**config.mk**
```make
export PLATFORM = sky130hd
export DESIGN_NAME = host_cpu_mailbox
export DESIGN_NICKNAME = d
export VERILOG_FILES = /design/src/rtl/mbox_pkg.sv /design/src/rtl/mbox_flag.sv /design/src/rtl/mbox_channel.sv /design/src/rtl/mbox_host_port.sv /design/src/rtl/host_cpu_mailbox.sv
export SDC_FILE = /design/constraint.sdc
export NUM_CORES = 1
export LEC_CHECK = 0
export BUFFER_PORTS_ARGS = -buffer_cell sky130_fd_sc_hd__buf_2
export CAP_MARGIN = 20
export CORE_AREA = 10 10 72 68
export CTS_CLUSTER_DIAMETER = 80
export CTS_CLUSTER_SIZE = 28
export DETAILED_ROUTE_END_ITERATION = 16
export DIE_AREA = 0 0 82 78
export PLACE_DENSITY = 0.81
export SYNTH_ARGS = -nofsm -noshare
export SYNTH_HDL_FRONTEND = slang
export SYNTH_SLANG_ARGS = --single-unit
```
**constraint.sdc**
```tcl
create_clock -name clk -period 1.55 [get_ports clk]
set_clock_uncertainty 0.1 [all_clocks]
set_input_delay 0 -clock clk [delete_from_list [all_inputs] [get_ports clk]]
set_output_delay 0 -clock clk [all_outputs]
set_load 0.1 [all_outputs]
```
**src/rtl/mbox_pkg.sv**
```systemverilog
package mbox_pkg;

    parameter int unsigned MBOX_DW = 16;

    localparam int unsigned STAT_OUT_BIT = 0;
    localparam int unsigned STAT_IN_BIT  = 1;

    typedef enum logic [1:0] {
        HACC_IDLE    = 2'd0,
        HACC_WR_MBOX = 2'd1,
        HACC_RD_MBOX = 2'd2,
        HACC_RD_STAT = 2'd3
    } hacc_e;

endpackage

```
**src/rtl/mbox_flag.sv**
```systemverilog
module mbox_flag (
    input  logic clk,
    input  logic rst_n,
    input  logic set_i,
    input  logic clr_i,
    output logic flag_o
);
    logic flag_d, flag_q;

    always_comb begin
        flag_d = flag_q;
        if (clr_i) flag_d = 1'b0;
        if (set_i) flag_d = 1'b1;   // set has priority over clear
    end

    always_ff @(posedge clk) begin
        if (!rst_n) flag_q <= 1'b0;
        else        flag_q <= flag_d;
    end

    assign flag_o = flag_q;

    p_set_wins_r9: assert property (@(posedge clk) disable iff (!rst_n)
        set_i |=> flag_q);
    p_clear_r3: assert property (@(posedge clk) disable iff (!rst_n)
        (clr_i && !set_i) |=> !flag_q);
    p_hold_r10: assert property (@(posedge clk) disable iff (!rst_n)
        (!set_i && !clr_i) |=> $stable(flag_q));

endmodule

```
**src/rtl/mbox_channel.sv**
```systemverilog
module mbox_channel #(
    parameter int unsigned DW = 16
) (
    input  logic          clk,
    input  logic          rst_n,
    input  logic          wr_i,
    input  logic [DW-1:0] wdata_i,
    input  logic          rd_i,
    output logic [DW-1:0] data_o,
    output logic          full_o
);
    typedef struct packed {
        logic [DW-1:0] word;
    } chan_t;

    chan_t chan_d, chan_q;

    always_comb begin
        chan_d = chan_q;
        if (wr_i) chan_d.word = wdata_i;
    end

    always_ff @(posedge clk) begin
        if (!rst_n) chan_q <= '0;
        else        chan_q <= chan_d;
    end

    mbox_flag u_full (
        .clk    (clk),
        .rst_n  (rst_n),
        .set_i  (wr_i),
        .clr_i  (rd_i),
        .flag_o (full_o)
    );

    assign data_o = chan_q.word;

    p_load_r8: assert property (@(posedge clk) disable iff (!rst_n)
        wr_i |=> (chan_q.word == $past(wdata_i)));
    p_keep_r7: assert property (@(posedge clk) disable iff (!rst_n)
        !wr_i |=> $stable(chan_q.word));

endmodule

```
**src/rtl/mbox_host_port.sv**
```systemverilog
module mbox_host_port
    import mbox_pkg::*;
#(
    parameter int unsigned DW = 16
) (
    input  logic          host_wr_i,
    input  logic          host_rd_i,
    input  logic          host_stat_sel_i,
    input  logic [DW-1:0] out_word_i,
    input  logic          out_pending_i,
    input  logic          in_pending_i,
    output logic          mbox_wr_o,
    output logic          mbox_rd_o,
    output logic [DW-1:0] host_rdata_o
);
    hacc_e         acc;
    logic [DW-1:0] stat_word;

    // A write takes priority over a read strobed in the same cycle;
    // a write aimed at the status word is dropped.
    always_comb begin
        acc = HACC_IDLE;
        if (host_wr_i) begin
            if (!host_stat_sel_i) acc = HACC_WR_MBOX;
        end else if (host_rd_i) begin
            acc = host_stat_sel_i ? HACC_RD_STAT : HACC_RD_MBOX;
        end
    end

    always_comb begin
        stat_word               = '0;
        stat_word[STAT_OUT_BIT] = out_pending_i;
        stat_word[STAT_IN_BIT]  = in_pending_i;
    end

    assign mbox_wr_o    = (acc == HACC_WR_MBOX);
    assign mbox_rd_o    = (acc == HACC_RD_MBOX);
    assign host_rdata_o = host_stat_sel_i ? stat_word : out_word_i;

    always_comb begin
        if (host_stat_sel_i) begin
            a_stat_no_side_r10: assert (!mbox_wr_o && !mbox_rd_o);
        end
    end

endmodule

```
**src/rtl/host_cpu_mailbox.sv**
```systemverilog
module host_cpu_mailbox
    import mbox_pkg::*;
(
    input  logic               clk,
    input  logic               rst_n,
    input  logic               host_wr_i,
    input  logic               host_rd_i,
    input  logic               host_stat_sel_i,
    input  logic [MBOX_DW-1:0] host_wdata_i,
    output logic [MBOX_DW-1:0] host_rdata_o,
    input  logic               cpu_wr_i,
    input  logic               cpu_rd_i,
    input  logic [MBOX_DW-1:0] cpu_wdata_i,
    output logic [MBOX_DW-1:0] cpu_rdata_o,
    input  logic               cpu_rx_irq_en_i,
    input  logic               cpu_tx_irq_en_i,
    input  logic               host_irq_en_i,
    output logic               cpu_rx_full_irq_o,
    output logic               cpu_tx_empty_irq_o,
    output logic               host_irq_o,
    output logic               in_pending_o,
    output logic               out_pending_o
);
    logic               h_mbox_wr, h_mbox_rd;
    logic               in_full, out_full, tx_empty;
    logic [MBOX_DW-1:0] out_word;

    mbox_host_port #(.DW(MBOX_DW)) u_hport (
        .host_wr_i       (host_wr_i),
        .host_rd_i       (host_rd_i),
        .host_stat_sel_i (host_stat_sel_i),
        .out_word_i      (out_word),
        .out_pending_i   (out_full),
        .in_pending_i    (in_full),
        .mbox_wr_o       (h_mbox_wr),
        .mbox_rd_o       (h_mbox_rd),
        .host_rdata_o    (host_rdata_o)
    );

    // host -> CPU direction
    mbox_channel #(.DW(MBOX_DW)) u_inbound (
        .clk     (clk),
        .rst_n   (rst_n),
        .wr_i    (h_mbox_wr),
        .wdata_i (host_wdata_i),
        .rd_i    (cpu_rd_i),
        .data_o  (cpu_rdata_o),
        .full_o  (in_full)
    );

    // CPU -> host direction
    mbox_channel #(.DW(MBOX_DW)) u_outbound (
        .clk     (clk),
        .rst_n   (rst_n),
        .wr_i    (cpu_wr_i),
        .wdata_i (cpu_wdata_i),
        .rd_i    (h_mbox_rd),
        .data_o  (out_word),
        .full_o  (out_full)
    );

    // transmit-empty: raised by the host collecting, dropped by the CPU posting
    mbox_flag u_tx_empty (
        .clk    (clk),
        .rst_n  (rst_n),
        .set_i  (h_mbox_rd),
        .clr_i  (cpu_wr_i),
        .flag_o (tx_empty)
    );

    assign cpu_rx_full_irq_o  = in_full  & cpu_rx_irq_en_i;
    assign cpu_tx_empty_irq_o = tx_empty & cpu_tx_irq_en_i;
    assign host_irq_o         = out_full & host_irq_en_i;
    assign in_pending_o       = in_full;
    assign out_pending_o      = out_full;

    p_rx_irq_r2: assert property (@(posedge clk) disable iff (!rst_n)
        (host_wr_i && !host_stat_sel_i) |=> (cpu_rx_full_irq_o == cpu_rx_irq_en_i));
    p_host_irq_r4: assert property (@(posedge clk) disable iff (!rst_n)
        cpu_wr_i |=> (host_irq_o == host_irq_en_i));
    p_tx_irq_r5: assert property (@(posedge clk) disable iff (!rst_n)
        (host_rd_i && !host_wr_i && !host_stat_sel_i) |=>
            (!out_pending_o || $past(cpu_wr_i)) && (cpu_tx_empty_irq_o == cpu_tx_irq_en_i));
    p_tx_clear_r6: assert property (@(posedge clk) disable iff (!rst_n)
        (cpu_wr_i && !(host_rd_i && !host_wr_i && !host_stat_sel_i)) |=> !cpu_tx_empty_irq_o);

endmodule

```
==> impl_metrics.env, run 1 <==
export IMPL_run_status="completed"
export IMPL_initial_cell_density_of_the_core_pct=44.39
export IMPL_syn_area_per_cell_um2=10.08
export IMPL_syn_nets=197
export IMPL_timing_fmax_mhz=690.5
export IMPL_area_delta_synth_final_pct=52.20
export IMPL_drt_wirelength_per_cell_um=14.03
export IMPL_ff_latch_area_um2=703.2
export IMPL_timing_critical_path_mode_cell="sky130_fd_sc_hd__dlygate4sd3_1"
export IMPL_p_sw_share_pct=35.90
export IMPL_netlist_top_cell_by_area="sky130_fd_sc_hd__dfxtp_1"
export IMPL_clock_tree_buffer_depth=2
export IMPL_finalWeightedCongestion=0.7347
export IMPL_clock_tree_from_tritoncts="built"
export IMPL_clock_root_buffer="sky130_fd_sc_hd__clkbuf_8"
export IMPL_dieArea_um2=6396
export IMPL_grt_pass1_wl_mm=7.203
export IMPL_ports=79
export IMPL_post_cts_setup_buffers=0
export IMPL_dp_hpwl_mm=2.755
export IMPL_comb_power_share_pct=28.8
export IMPL_placeableCoreArea_um2=3521
export IMPL_route_vias_total=1416
export IMPL_synth_seq_cells=35
export IMPL_detailedRoute_firstPassIterationCount=6
export IMPL_critPathTopFamily="buffers and inverters"
export IMPL_hold_ws_ps=39.75
export IMPL_worstPathBufferInverterCount=3
export IMPL_post_synth_instance_area_um2=1563
export IMPL_yosys_area_top_type_share_pct=44.84
export IMPL_netSwitchingPower_uw=824.9
export IMPL_max_slew_headroom_at_the_worst_pin_pct=65.67
export IMPL_grt_start_max_net_pins=30
export IMPL_numCtsBuffers=5
export IMPL_seqPwrFrac_pct=42.4
export IMPL_worst_path_max_delay_cell="sky130_fd_sc_hd__dlygate4sd3_1"
export IMPL_max_vdd_ir_drop_uv=570.1
export IMPL_arrival_ps=1520
export IMPL_finalWorstPathRequiredPeriod_ps=1448
export IMPL_min_delay_path_class="input port to register"
export IMPL_clockPowerShare_pct=28.8
export IMPL_worst_skew_pair_late_latency_ps=290
export IMPL_end_kind="register"
export IMPL_cts_htree_levels=2
export IMPL_global_route_overflow_total=0
export IMPL_finalSetupViolCount=0
export IMPL_fraction_of_final_layout_cells_with_drive_strength_greater_than_1_pct=37.59
export IMPL_nets=307
export IMPL_least_margin_pin_slew_ps=514.9
export IMPL_timing_final_ws_setup_ps=101.7
export IMPL_floorplan_die_height_um=78
export IMPL_antenna_cells_inserted=0
export IMPL_worstPathRequired_ps=1630
export IMPL_drt_wl_total_mm=4.378
export IMPL_internal_power_uw=1473
export IMPL_cellLeakagePower_uw=0.001179
export IMPL_syn_inst=155
export IMPL_multi_input_area_um2=755.7
export IMPL_critPathKind="input port to register"
export IMPL_avgViaCountPerCell=4.538
export IMPL_slew_violations=0
export IMPL_cts_sinks=35
export IMPL_post_synth_main_area_contributors="sky130_fd_sc_hd__dfxtp_1, sky130_fd_sc_hd__mux2i_1, sky130_fd_sc_hd__nor2b_1"
export IMPL_pwr_density_cell_nw_per_um2=965.9
export IMPL_dr_first_iter_drc_count=62
export IMPL_portBuffers=78
export IMPL_final_fill_count=292
export IMPL_post_place_ws_ps=462.8
export IMPL_die_w_um=82
export IMPL_vias_in_the_first_global_route=1548
export IMPL_critPathMaxStageDelay_ps=600
export IMPL_startpoint_type="input port"
export IMPL_ant_nets=0
export IMPL_hold_viol=0
export IMPL_timing_max_cap_violations=0
export IMPL_grt_usage_pct=14.35
export IMPL_ys_warn_count=0
export IMPL_clkTransAtPathRegs_ps=70
export IMPL_fp_row_count=21
export IMPL_synth_seq_area_share_pct=44.84
export IMPL_drc=0
export IMPL_grt_setup_unrepaired="false"
export IMPL_antenna_violations_before_repair=0
export IMPL_post_route_period_util_pct=93.44
export IMPL_timing_critical_path_cells="dlygate4sd3_1 -> buf_2 -> nor4b_2 -> dlygate4sd3_1 -> nor2_1"
export IMPL_critPathMaxFanout=3
export IMPL_synth_cell_type_count=19
-- area by class of cell --
cell class / instances / share of cell area [%]
clock inverter: 3 / 1.052
clock buffer: 5 / 2.893
sequential: 35 / 29.56
timing repair buffer: 115 / 32.30
tap: 46 / 2.420
multi-input combinational: 108 / 31.77
-- kinds of logic (layout without fill, tap and decap cells) --
family / Yosys count / in the layout / synth area share (%)
AOI/OAI and AO/OA: 3 / 3 / 1.280
buffers and inverters: 12 / 123 / 7.366
DFF: 35 / 35 / 44.84
muxes: 34 / 34 / 21.94
and+or+nand+nor: 71 / 71 / 24.58
-- cell usage after synthesis, drive strengths merged --
| cell type | number |
|---|---|
| nand2 | 32 |
| and2 | 3 |
| clkbuf | 4 |
| nor3b | 1 |
| o21a | 2 |
| dfxtp | 35 |
| buf | 8 |
| nor2 | 1 |
| mux2i | 32 |
| nor2b | 28 |
| nor4b | 1 |
| and2b | 5 |
| o21ai | 1 |
| mux2 | 2 |
-- worst min-delay path: stages --
cell and delay (ps):
sky130_fd_sc_hd__buf_2 80, sky130_fd_sc_hd__nor3b_1 170, sky130_fd_sc_hd__o21a_1 140
-- sequential cells by signal, indices dropped and copies added (netlist names) --
name,count
u_outbound.data_o,16
u_inbound.data_o,16
u_tx_empty.flag_o,1
u_outbound.u_full.flag_o,1
u_inbound.u_full.flag_o,1
-- worst paths after layout --
path / depth (start not counted) / slack, ps / to / from
max reg2reg: 2 / 720 / u_tx_empty.flag_o$_SDFFE_PN0P_ / u_tx_empty.flag_o$_SDFFE_PN0P_
min: 3 / 40 / u_tx_empty.flag_o$_SDFFE_PN0P_ / host_rd_i
max: 5 / 100 / u_outbound.u_full.flag_o$_SDFFE_PN0P_ / host_wr_i
min reg2reg: 2 / 360 / u_inbound.data_o[3]$_SDFFE_PN0N_ / u_inbound.data_o[3]$_SDFFE_PN0N_
-- metal layers --
layer,global-route usage (%),vias to the layer above,wire length (µm)
met3,8.410,2,511
met2,23.59,59,2180
met1,15.10,639,1672
met5,0,-,0
li1,-,716,-
met4,4.082,0,13
-- through the flow --
| stage | instances | TNS, ps | cell area, µm² | util, % | total power [µW] |
|---|---|---|---|---|---|
| 3_3_place_gp | 269 | 0 | 1928 | 54.76 | 1578 |
| 2_1_floorplan | 155 | -2118 | 1568 | - | 1484 |
| 6_report | 312 | 0 | 2379 | 67.56 | 2298 |
| 4_1_cts | 312 | 0 | 2372 | 67.38 | 2317 |
| 3_5_place_dp | 269 | 0 | 1928 | 54.76 | 1584 |
| 5_1_grt | 312 | 0 | 2379 | 67.56 | 2420 |
-- power by group through the flow --
| stage | Sequential (µW) | Combinational (µW) | Clock (µW) |
|---|---|---|---|
| 2_1_floorplan | 1170 | 316 | 0 |
| 3_3_place_gp | 992 | 586 | 0 |
| 3_5_place_dp | 993 | 591 | 0 |
| 4_1_cts | 974 | 658 | 685 |
| 5_1_grt | 982 | 698 | 739 |
| 6_report | 975 | 661 | 661 |
-- cells in the final DEF (no fill, tap or decap), drive strengths merged --
| master | count |
|---|---|
| and2 | 3 |
| and2b | 5 |
| buf | 80 |
| clkbuf | 5 |
| clkinv | 2 |
| clkinvlp | 1 |
| dfxtp | 35 |
| dlygate4sd3 | 35 |
| mux2 | 2 |
| mux2i | 32 |
| nand2 | 32 |
| nor2 | 1 |
| nor2b | 28 |
| nor3b | 1 |
| nor4b | 1 |
| o21a | 2 |
| o21ai | 1 |
-- timing repair --
item                                    CTS  global route
endpoints found under the setup margin    0             1
hold endpoints to repair                 35             0
hold buffers                             35             0
gates resized for setup                   0             1
Note: power is estimated with default switching activity, not from simulation.
==> run 2: changes to the inputs <==
--- a/config.mk
+++ b/config.mk
@@ -7,11 +7,11 @@
 export LEC_CHECK = 0
 export BUFFER_PORTS_ARGS = -buffer_cell sky130_fd_sc_hd__buf_2
 export CAP_MARGIN = 20
-export CORE_AREA = 10 10 72 68
+export CORE_AREA = 2 2 64 60
 export CTS_CLUSTER_DIAMETER = 80
 export CTS_CLUSTER_SIZE = 28
 export DETAILED_ROUTE_END_ITERATION = 16
-export DIE_AREA = 0 0 82 78
+export DIE_AREA = 0 0 66 62
 export PLACE_DENSITY = 0.81
 export SYNTH_ARGS = -nofsm -noshare
 export SYNTH_HDL_FRONTEND = slang
==> constraint.sdc (replaced) <==
create_clock -name clk -period 1.55 [get_ports clk]
set_clock_uncertainty 0.1 [all_clocks]
set_input_delay 0.31 -clock clk [delete_from_list [all_inputs] [get_ports clk]]
set_output_delay 0.31 -clock clk [all_outputs]
set_load 0.1 [all_outputs]
==> impl_metrics.env, run 2 (synthesis results as in run 1) <==
export IMPL_antenna_cells_inserted=0
export IMPL_max_slew_headroom_at_the_worst_pin_pct=65.99
export IMPL_grt_usage_pct=17.46
export IMPL_dr_first_iter_drc_count=39
export IMPL_timing_critical_path_cells="buf_2 -> buf_4 -> nor2b_4 -> buf_12"
export IMPL_clkTransAtPathRegs_ps=70
export IMPL_vias_in_the_first_global_route=1250
export IMPL_finalWorstPathRequiredPeriod_ps=1496
export IMPL_avgViaCountPerCell=4.657
export IMPL_global_route_overflow_total=0
export IMPL_final_instance_count_excl_fill=280
export IMPL_reg2reg_setup_slack_ps=720
export IMPL_min_delay_path_class="input port to register"
export IMPL_least_margin_pin_slew_ps=510.2
export IMPL_detailedRoute_firstPassIterationCount=4
export IMPL_pwr_density_cell_nw_per_um2=985.5
export IMPL_cts_htree_levels=2
export IMPL_hold_viol=0
export IMPL_drc=0
export IMPL_numCtsBuffers=5
export IMPL_startpoint_type="input port"
export IMPL_timing_max_cap_violations=0
export IMPL_drt_wl_total_mm=3.431
export IMPL_fraction_of_final_layout_cells_with_drive_strength_greater_than_1_pct=47.44
export IMPL_area_delta_synth_final_pct=54.84
export IMPL_grt_pass1_wl_mm=5.354
export IMPL_critPathKind="input port to primary output"
export IMPL_clock_root_buffer="sky130_fd_sc_hd__clkbuf_8"
export IMPL_slew_violations=0
export IMPL_critPathTopFamily="buffers and inverters"
export IMPL_cellLeakagePower_uw=0.001133
export IMPL_timing_fmax_mhz=668.6
export IMPL_placeableCoreArea_um2=3521
export IMPL_grt_setup_unrepaired="false"
export IMPL_r2r_start="u_tx_empty.flag_o$_SDFFE_PN0P_"
export IMPL_top_layer="met4"
export IMPL_grt_start_max_net_pins=29
export IMPL_layout_common_cells="sky130_fd_sc_hd__buf_2, sky130_fd_sc_hd__dfxtp_1, sky130_fd_sc_hd__nand2_1, sky130_fd_sc_hd__mux2i_1, sky130_fd_sc_hd__buf_12"
export IMPL_crit_reg2reg_capture="u_tx_empty.flag_o$_SDFFE_PN0P_"
export IMPL_dieArea_um2=4092
export IMPL_ant_nets=0
export IMPL_hold_path_depth=3
export IMPL_max_vdd_ir_drop_uv=602.7
export IMPL_portBuffers=78
export IMPL_worstPathBufferInverterCount=3
export IMPL_launch_point_of_the_worst_hold_path="host_wdata_i[9]"
export IMPL_fp_row_count=21
export IMPL_nets=275
export IMPL_critPathMaxStageDelay_ps=290
export IMPL_post_route_period_util_pct=96.49
export IMPL_clock_tree_from_tritoncts="built"
export IMPL_critPathMaxFanout=11
export IMPL_arrival_ps=1090
export IMPL_mostFrequentLayoutCell="sky130_fd_sc_hd__buf_2"
export IMPL_dp_hpwl_mm=2.593
export IMPL_met3RoutedLength_um=280
export IMPL_post_cts_setup_buffers=0
export IMPL_die_w_um=66
export IMPL_cts_resized_gates=0
export IMPL_holdBufCountCts=0
export IMPL_initial_cell_density_of_the_core_pct=44.39
export IMPL_timing_final_ws_setup_ps=54.34
export IMPL_run_status="completed"
export IMPL_drt_met1_wl_mm=1.392
export IMPL_worstHoldEndpoint="u_inbound.data_o[9]$_SDFFE_PN0N_"
export IMPL_met2WireLength_mm=1.702
export IMPL_antenna_violations_before_repair=0
export IMPL_dp_cells=272
export IMPL_clock_tree_buffer_depth=2
export IMPL_worstPathRequired_ps=1140
export IMPL_rr_worst_depth=2
export IMPL_floorplan_die_height_um=62
export IMPL_postLayoutCoreUtil_pct=68.73
export IMPL_finalSetupViolCount=0
export IMPL_ports=79
export IMPL_route_vias_total=1304
export IMPL_post_place_ws_ps=47.13
export IMPL_worst_skew_pair_late_latency_ps=280
export IMPL_finalWeightedCongestion=0.6590
export IMPL_end_kind="primary output"
export IMPL_cts_sinks=35
export IMPL_worst_path_max_delay_cell="sky130_fd_sc_hd__buf_4"
export IMPL_drt_wirelength_per_cell_um=12.25
export IMPL_finalPower_uw=2385
[run 2: changes by cell type in the layout (fill, tap and decap cells not counted), moves of 3 or more]
| cell | delta |
|---|---|
| sky130_fd_sc_hd__dlygate4sd3_1 | -35 |
| sky130_fd_sc_hd__buf_12 | +19 |
| sky130_fd_sc_hd__buf_2 | -19 |
| sky130_fd_sc_hd__nor2b_1 | -10 |
| sky130_fd_sc_hd__nor2b_4 | +10 |
| sky130_fd_sc_hd__buf_4 | +3 |
[run 2: final cells by class]
cell class	count	area, µm²
fill	279	1101
multi-input combinational	108	833.3
timing repair buffer	83	725.7
sequential	35	703.2
clock buffer	8	100.1
tap	46	57.56
[run 2: power by group]
group	switching, µW	total [µW]	internal (µW)
registers	26.4	977	951
clock network	310	715	405
logic	463	693	230
total	799	2380	1590
[run 2: routing by layer]
metal / global-route usage, % / vias up
met1: 18.78 / 585
li1: - / 656
met3: 6.847 / 5
met2: 30.74 / 58
met4: 8.455 / 0
met5: 0 / -
[run 2: worst register-to-register path, cell delays in order, from the launching register on]
cell and delay [ps]:
sky130_fd_sc_hd__dfxtp_1 320, sky130_fd_sc_hd__and2b_1 160, sky130_fd_sc_hd__o21a_1 150
[run 2: worst max path at each step]
stage                                              start                end  slack (ps)  cells after the start
floorplan           u_inbound.u_full.flag_o$_SDFFE_PN0P_  cpu_rx_full_irq_o         -90                      1
CTS                                      host_stat_sel_i    host_rdata_o[3]          50                      4
global route                             host_stat_sel_i    host_rdata_o[3]          10                      4
detailed placement                       host_stat_sel_i    host_rdata_o[3]          50                      4
global placement                         host_stat_sel_i    host_rdata_o[6]          70                      4
finish                                   host_stat_sel_i    host_rdata_o[3]          50                      4
[run 2: stage by stage]
step           hold slack (ps)  area (µm²)  setup TNS (ps)
2_1_floorplan            349.6        1673          -91.28
6_report                 163.4        2420               0
3_3_place_gp             339.2        2320               0
5_1_grt                  168.9        2420               0
3_5_place_dp             347.7        2320               0
4_1_cts                  157.8        2420               0
==> run 3: changes to the inputs <==
--- a/config.mk
+++ b/config.mk
@@ -7,12 +7,12 @@
 export LEC_CHECK = 0
 export BUFFER_PORTS_ARGS = -buffer_cell sky130_fd_sc_hd__buf_2
 export CAP_MARGIN = 20
-export CORE_AREA = 2 2 64 60
+export CORE_AREA = 2 2 66 61
 export CTS_CLUSTER_DIAMETER = 80
 export CTS_CLUSTER_SIZE = 28
 export DETAILED_ROUTE_END_ITERATION = 16
-export DIE_AREA = 0 0 66 62
-export PLACE_DENSITY = 0.81
+export DIE_AREA = 0 0 68 63
+export PLACE_DENSITY = 0.78
 export SYNTH_ARGS = -nofsm -noshare
 export SYNTH_HDL_FRONTEND = slang
 export SYNTH_SLANG_ARGS = --single-unit
==> impl_metrics.env, run 3 (synthesis results as in run 1) <==
export IMPL_netSwitchingPower_uw=775.7
export IMPL_pwr_density_cell_nw_per_um2=945.9
export IMPL_startpoint_type="input port"
export IMPL_dieArea_um2=4284
export IMPL_timing_critical_path_cells="buf_2 -> buf_4 -> nor2b_4 -> buf_12"
export IMPL_finalWorstPathRequiredPeriod_ps=1492
export IMPL_post_place_ws_ps=41.37
export IMPL_grt_pass1_wl_mm=5.651
export IMPL_internal_power_uw=1495
export IMPL_route_vias_total=1281
export IMPL_holdBufCountCts=0
export IMPL_critPathKind="input port to primary output"
export IMPL_ant_nets=0
export IMPL_post_route_period_util_pct=96.28
export IMPL_clockPowerShare_pct=26.6
export IMPL_fraction_of_final_layout_cells_with_drive_strength_greater_than_1_pct=47.01
export IMPL_critPathTopFamily="buffers and inverters"
export IMPL_worstPathBufferInverterCount=3
export IMPL_ports=79
export IMPL_antenna_cells_inserted=0
export IMPL_clock_tree_from_tritoncts="built"
export IMPL_drt_wl_total_mm=3.318
export IMPL_worst_path_max_delay_cell="sky130_fd_sc_hd__buf_4"
export IMPL_cts_sinks=35
export IMPL_finalWeightedCongestion=0.6774
export IMPL_clock_root_buffer="sky130_fd_sc_hd__clkbuf_8"
export IMPL_fp_row_count=21
export IMPL_grt_start_max_net_pins=30
export IMPL_clock_tree_buffer_depth=2
export IMPL_max_slew_headroom_at_the_worst_pin_pct=66.10
export IMPL_detailedRoute_firstPassIterationCount=4
export IMPL_antenna_violations_before_repair=0
export IMPL_postPlaceCellArea_um2=2320
export IMPL_portBuffers=78
export IMPL_critPathMaxStageDelay_ps=290
export IMPL_seqPwrFrac_pct=43.1
export IMPL_hold_ws_ps=173.4
export IMPL_global_route_overflow_total=0
export IMPL_grt_setup_unrepaired="false"
export IMPL_dr_first_iter_drc_count=17
export IMPL_min_delay_path_class="input port to register"
export IMPL_area_delta_synth_final_pct=53.64
export IMPL_vias_in_the_first_global_route=1249
export IMPL_arrival_ps=1080
export IMPL_hold_viol=0
export IMPL_finalSetupViolCount=0
export IMPL_timing_fmax_mhz=670.1
export IMPL_end_kind="primary output"
export IMPL_mostFrequentLayoutCell="sky130_fd_sc_hd__buf_2"
export IMPL_avgViaCountPerCell=4.575
export IMPL_dp_hpwl_mm=2.540
export IMPL_grt_usage_pct=17.53
export IMPL_run_status="completed"
export IMPL_postLayoutCellArea_um2=2401
export IMPL_met2_capacity_usage_during_global_routing_pct=27.91
export IMPL_final_fill_count=303
export IMPL_cts_resized_gates=0
export IMPL_cellLeakagePower_uw=0.001123
export IMPL_timing_final_ws_setup_ps=57.73
export IMPL_die_w_um=68
export IMPL_use_met3_pct=6.667
export IMPL_least_margin_pin_slew_ps=508.4
export IMPL_numCtsBuffers=5
export IMPL_finalPower_uw=2271
export IMPL_p_sw_share_pct=34.16
export IMPL_drt_wirelength_per_cell_um=11.85
export IMPL_critPathMaxFanout=11
export IMPL_worst_skew_pair_late_latency_ps=280
export IMPL_worstPathRequired_ps=1140
export IMPL_max_vdd_ir_drop_uv=609.4
export IMPL_initial_cell_density_of_the_core_pct=43.10
export IMPL_slew_violations=0
export IMPL_post_cts_setup_buffers=0
export IMPL_comb_power_share_pct=30.4
export IMPL_nets=275
export IMPL_layout_common_cells="sky130_fd_sc_hd__buf_2, sky130_fd_sc_hd__dfxtp_1, sky130_fd_sc_hd__nand2_1, sky130_fd_sc_hd__mux2i_1, sky130_fd_sc_hd__buf_12"
export IMPL_groute_layer_met1_usage_pct=21.61
export IMPL_placeableCoreArea_um2=3626
export IMPL_clkTransAtPathRegs_ps=60
export IMPL_drc=0
export IMPL_globalRoute_busiestLayer="met2"
export IMPL_timing_max_cap_violations=0
export IMPL_floorplan_die_height_um=63
export IMPL_cts_htree_levels=2
-- run 3: worst paths after layout --
| path | depth (start not counted) | end | slack, ps | from |
|---|---|---|---|---|
| worst max-delay path | 4 | host_rdata_o[3] | 60 | host_stat_sel_i |
| worst min-delay path | 3 | u_inbound.data_o[13]$_SDFFE_PN0N_ | 170 | host_wdata_i[13] |
| worst max register to register | 2 | u_tx_empty.flag_o$_SDFFE_PN0P_ | 730 | u_tx_empty.flag_o$_SDFFE_PN0P_ |
| worst min register to register | 2 | u_inbound.data_o[5]$_SDFFE_PN0N_ | 360 | u_inbound.data_o[5]$_SDFFE_PN0N_ |
-- run 3: layout make-up --
class	count	area [µm²]	area share [%]
tap	46	57.56	2.397
multi-input combinational	108	833.3	34.71
sequential	35	703.2	29.29
clock buffer	7	76.32	3.179
timing repair buffer	83	725.7	30.22
clock inverter	1	5.005	0.2084
-- run 3: worst min-delay path, stage by stage --
cell and delay, ps:
sky130_fd_sc_hd__buf_2 90, sky130_fd_sc_hd__nand2_1 40, sky130_fd_sc_hd__mux2i_1 50
-- run 3: power groups by stage --
stage	combinational (µW)	clock [µW]	sequential (µW)
finish	690	604	978
detailed placement	695	0	997
CTS	696	629	979
global route	725	673	984
floorplan	346	0	1170
global placement	686	0	996
-- run 3: metrics by stage --
step	TNS, ps	utilization (%)	instances
final	0	66.22	280
after global routing	0	66.22	280
after CTS	0	66.22	280
after detailed placement	0	63.98	272
after global placement	0	63.98	272
after floorplan	-91.28	-	155
-- run 3: per-layer routing --
| layer | share of wire (%) | vias to the layer above |
|---|---|---|
| met2 | 47 | 53 |
| met3 | 8.5 | 6 |
| met5 | 0 | - |
| li1 | - | 658 |
| met4 | 1.3 | 0 |
| met1 | 43 | 564 |
